--- src/rtl/serial_wiper_ctrl.sv ---
module serial_wiper_ctrl #(
  parameter bit WIDE = 1'b1,
  localparam int WORD_W = WIDE ? 8 : 6,
  localparam int NUM_TAPS = WIDE ? 256 : 33
) (
  input  logic                clk,
  input  logic                rst_n,
  input  logic                sel_n,
  input  logic                sclk,
  input  logic                sdata,
  input  logic                sleep_n,
  output logic [NUM_TAPS-1:0] tap_sel,
  output logic                a_open,
  output logic                w_to_b
);
  localparam int TOP_CODE = NUM_TAPS - 1;
  localparam logic [WORD_W-1:0] MID = WORD_W'(NUM_TAPS / 2);

  logic [3:0] meta, sync;
  logic cs_q, ck_q;

  always_ff @(posedge clk or negedge rst_n)
    if (!rst_n) begin
      meta <= 4'b1001;
      sync <= 4'b1001;
      cs_q <= 1'b1;
      ck_q <= 1'b0;
    end else begin
      meta <= {sel_n, sclk, sdata, sleep_n};
      sync <= meta;
      cs_q <= sync[3];
      ck_q <= sync[2];
    end

  wire cs_s    = sync[3];
  wire ck_s    = sync[2];
  wire dt_s    = sync[1];
  wire awake   = sync[0];
  wire ck_rise = ck_s & ~ck_q;
  wire cs_rise = cs_s & ~cs_q;

  logic [WORD_W-1:0] shreg, latch, code;

  always_ff @(posedge clk or negedge rst_n)
    if (!rst_n) begin
      shreg <= '0;
      latch <= MID;
    end else begin
      if (!cs_s && ck_rise) shreg <= {shreg[WORD_W-2:0], dt_s};
      if (cs_rise) latch <= shreg;
    end

  generate
    if (NUM_TAPS < (1 << WORD_W)) begin : g_sat
      assign code = (latch > WORD_W'(TOP_CODE)) ? WORD_W'(TOP_CODE) : latch;

      assert_sat_R8: assert property (@(posedge clk) disable iff (!rst_n)
        (latch > WORD_W'(TOP_CODE) && !a_open) |-> tap_sel[TOP_CODE]);
    end else begin : g_full
      assign code = latch;
    end
  endgenerate

  always_comb begin
    tap_sel = '0;
    if (awake) tap_sel[code] = 1'b1;
    else       tap_sel[0]    = 1'b1;
  end

  assign a_open = ~awake;
  assign w_to_b = ~awake;

  assert_onehot_R9: assert property (@(posedge clk) disable iff (!rst_n)
    $countones(tap_sel) == 1);

  assert_sleep_R5: assert property (@(posedge clk) disable iff (!rst_n)
    a_open |-> (tap_sel[0] && w_to_b));

  assert_shift_R1: assert property (@(posedge clk) disable iff (!rst_n)
    (!cs_s && ck_rise) |=> shreg[0] == $past(dt_s));

  assert_hold_R3: assert property (@(posedge clk) disable iff (!rst_n)
    cs_s |=> $stable(shreg));

  assert_latch_R2: assert property (@(posedge clk) disable iff (!rst_n)
    !cs_rise |=> $stable(latch));
endmodule

--- config.mk ---
export PLATFORM = sky130hd
export DESIGN_NAME = serial_wiper_ctrl
export DESIGN_NICKNAME = d
export VERILOG_FILES = /design/src/rtl/serial_wiper_ctrl.sv
export SDC_FILE = /design/constraint.sdc
export NUM_CORES = 1
export LEC_CHECK = 0
export BUFFER_PORTS_ARGS = -buffer_cell sky130_fd_sc_hd__buf_2
export CAP_MARGIN = 10
export CORE_AREA = 2 2 103 105
export DETAILED_ROUTE_END_ITERATION = 10
export DIE_AREA = 0 0 105 107
export PLACE_DENSITY = 0.69
export SLEW_MARGIN = 0
export SYNTH_ARGS = -nofsm -noshare
export SYNTH_HDL_FRONTEND = slang
export SYNTH_SLANG_ARGS = --single-unit
--- constraint.sdc ---
create_clock -name clk -period 3.35 [get_ports clk]
set_clock_uncertainty 0.05 [all_clocks]
set_input_delay 0.5025 -clock clk [delete_from_list [all_inputs] [get_ports clk]]
set_output_delay 0.5025 -clock clk [all_outputs]
set_load 0.03 [all_outputs]
==> impl_metrics.ini <==
[timing]
worst_pin_slew_ns = 1.19
fmax_mhz = 346
worst_slack_ns = 0.460
setup-violations-final = 0
fin_tns_setup_ns = 0
slew_headroom = 0.209
finalHoldViolations = 0
period_share = 0.863
whs_ns = 0.170
period_minus_slack_ns = 2.89
drv_slew = 0
grt_setup_unrepaired = false

[route]
drt_drc_violations_left = 0
wl_um = 11800
vias_per_cell = 5.39
drt_first_pass_iters = 5
postRouteAntennaNets = 0
drtIter0Drc = 379
wl_per_cell_um = 15.8
num_vias = 4005

[floorplan]
die_h_um = 107
dieArea_um2 = 11200
rows = 37
coreArea_um2 = 10100
die_x_um = 105
io_pins = 264
initial_core_util = 0.293

[yosys]
syn_inst = 421
ys_top_cells_by_area = nor3_1 (34%), dfrtp_1 (17%), nor4_1 (6.8%), nor3_2 (6.4%), mux2_2 (6.1%)
seq_area_frac_synth = 0.223
synthesis.area_um2 = 2950
synthesis.area_per_instance_um2 = 7.02
syn-num-nets = 427
ys_async_sr_fraction = 1.00
synth.distinct_cells = 28
ys_warn_count = 0
synthFlopType = dfrtp_1
yosysTopAreaCell = nor3_1
synth_top_area_share = 0.344
synth_edf_count = 0
synth_top_cells_by_count = nor3_1 (203), clkbuf_1 (42), nor4_1 (32)
synth_seq_cells = 26
synth.most_common_cell = nor3_1

[setup_path]
crit_type = reg2out
worstRegToRegCells = 2
cp-start-kind = flip-flop
r2r_start = sync[3]$_DFF_PN1_
crit_arrival_ns = 2.34
timing.rr.end = code[2]$_DFFE_PN0P_
cp_slowest_cell = or3b_2
cp.required_ns = 2.80
setup.worst_path.start = sync[0]$_DFF_PN1_
critPathMaxStageDelay_ns = 0.90
crit_end = tap_sel[163]
crit_chain = or3b_2, nor3_1, buf_2
regToRegSetupSlack_ns = 1.62
end_kind = primary output
worst-path-max-fanout = 55

[clocking]
cts_setup_buffers = 0
postCtsHoldBufs = 0
tritoncts = built
cts_sinks = 26
numCtsBuffers = 3
cts.htree.levels = 1
cts_resized = 0
clock-root-buffer = clkbuf_8
path_clk_slew_ns = 0.08
cts_max_path_buffers = 2
clkLatencyLatePin_ns = 0.26

[hold_path]
hp-class = in2async

[global_routing]
grt_use_met2 = 0.325
grt_overflow = 0
use_met1 = 0.243
busiest_layer = met2
grt_pass1_vias = 3228
grt_max_degree = 56
grt_usage = 0.184
grt_use_met3 = 0.0219
antenna_found_initial = 0
grt_pass1_wl_um = 17300

[layout]
final_cells = 743
fin_nets = 614
register_area_um2 = 658
drive_above_1_share = 0.542
fillers = 1045
antenna_cells = 0
design_area_um2 = 4160
fin_util = 0.412
area_growth_syn_to_layout_pct = 40.7
multi_input_area_um2 = 1880

[power]
ir_drop_v = 0.000399
cellLeakagePower_nw = 2.04
total_power_mw = 2.10
p_per_area_nw_per_um2 = 505

[placed_design]
pre_cts_slack_ns = 0.768
port_buffers = 263
place_congestion = 0.744
hpwl_um = 7980
place_area_um2 = 4100
dp_cells = 739

[run]
drv_cap = 0

[outcome]
status = completed
-- where the power goes --
part / switching (mW) / total [mW] / internal (mW)
clock: 0.0884 / 0.193 / 0.105
combinational: 1.06 / 1.33 / 0.276
sequential: 0.169 / 0.574 / 0.405
-- cells by family after synthesis --
group / after synthesis / share of synthesized area
compound gates: 1 / 0.00254
buf+inv: 92 / 0.145
simple gates: 286 / 0.568
mux: 16 / 0.0610
flops: 26 / 0.223
-- layer usage --
| layer | part of all wire | vias to the layer above |
|---|---|---|
| li1 | - | 1905 |
| met1 | 0.43 | 1897 |
| met2 | 0.49 | 193 |
| met3 | 0.065 | 10 |
| met4 | 0.010 | 0 |
| met5 | 0 | - |
-- cell usage in the layout (no fill, tap or decap) --
| cell type | instances |
|---|---|
| buf_2 | 263 |
| nand4bb_1 | 6 |
| clkbuf_8 | 4 |
| inv_1 | 1 |
| dfrtp_1 | 20 |
| nand2_1 | 2 |
| or4b_4 | 1 |
| nand3_2 | 1 |
| buf_4 | 10 |
| nor4_1 | 32 |
| nand2_2 | 1 |
| nor3_1 | 203 |
| or4_4 | 1 |
| or2_2 | 2 |
| nand3b_1 | 2 |
| nor3_2 | 19 |
| nand4b_1 | 3 |
| or3b_2 | 1 |
| or4b_1 | 3 |
| nand2b_2 | 2 |
| mux2_2 | 16 |
| o31ai_1 | 1 |
| nor3b_2 | 1 |
| dfstp_2 | 6 |
| nand2b_1 | 3 |
| nand3_1 | 1 |
| nor2b_1 | 1 |
| nor3_4 | 1 |
-- worst max-delay path, delay by kind of cell (launching register included) --
kind	cells	cell delay, ns
buf+inv	1	0.25
flops	1	0.59
simple gates	2	1.21
-- sequential cells by signal, summed over array words and instances, names as in the netlist --
register,count
sync,4
code,8
shreg,8
meta,4
ck_q,1
cs_q,1
-- area by class of cell --
| cell class | instances | area share |
|---|---|---|
| Multi-Input combinational cell | 303 | 0.452 |
| Timing Repair Buffer | 273 | 0.335 |
| Clock buffer | 4 | 0.0132 |
| Tap cell | 136 | 0.0409 |
| Sequential cell | 26 | 0.158 |
| Inverter | 1 | 0.000903 |
-- worst min path at each step --
stage                                  from           endpoint  depth (start not counted)
after floorplan                       rst_n     ck_q$_DFF_PN0_                          0
after global placement    meta[2]$_DFF_PN0_  sync[2]$_DFF_PN0_                          0
after detailed placement  meta[0]$_DFF_PN1_  sync[0]$_DFF_PN1_                          0
after CTS                             rst_n  meta[1]$_DFF_PN0_                          1
after global routing                  rst_n  meta[1]$_DFF_PN0_                          1
final                                 rst_n  meta[1]$_DFF_PN0_                          1
(Power assumes the default switching activity.)
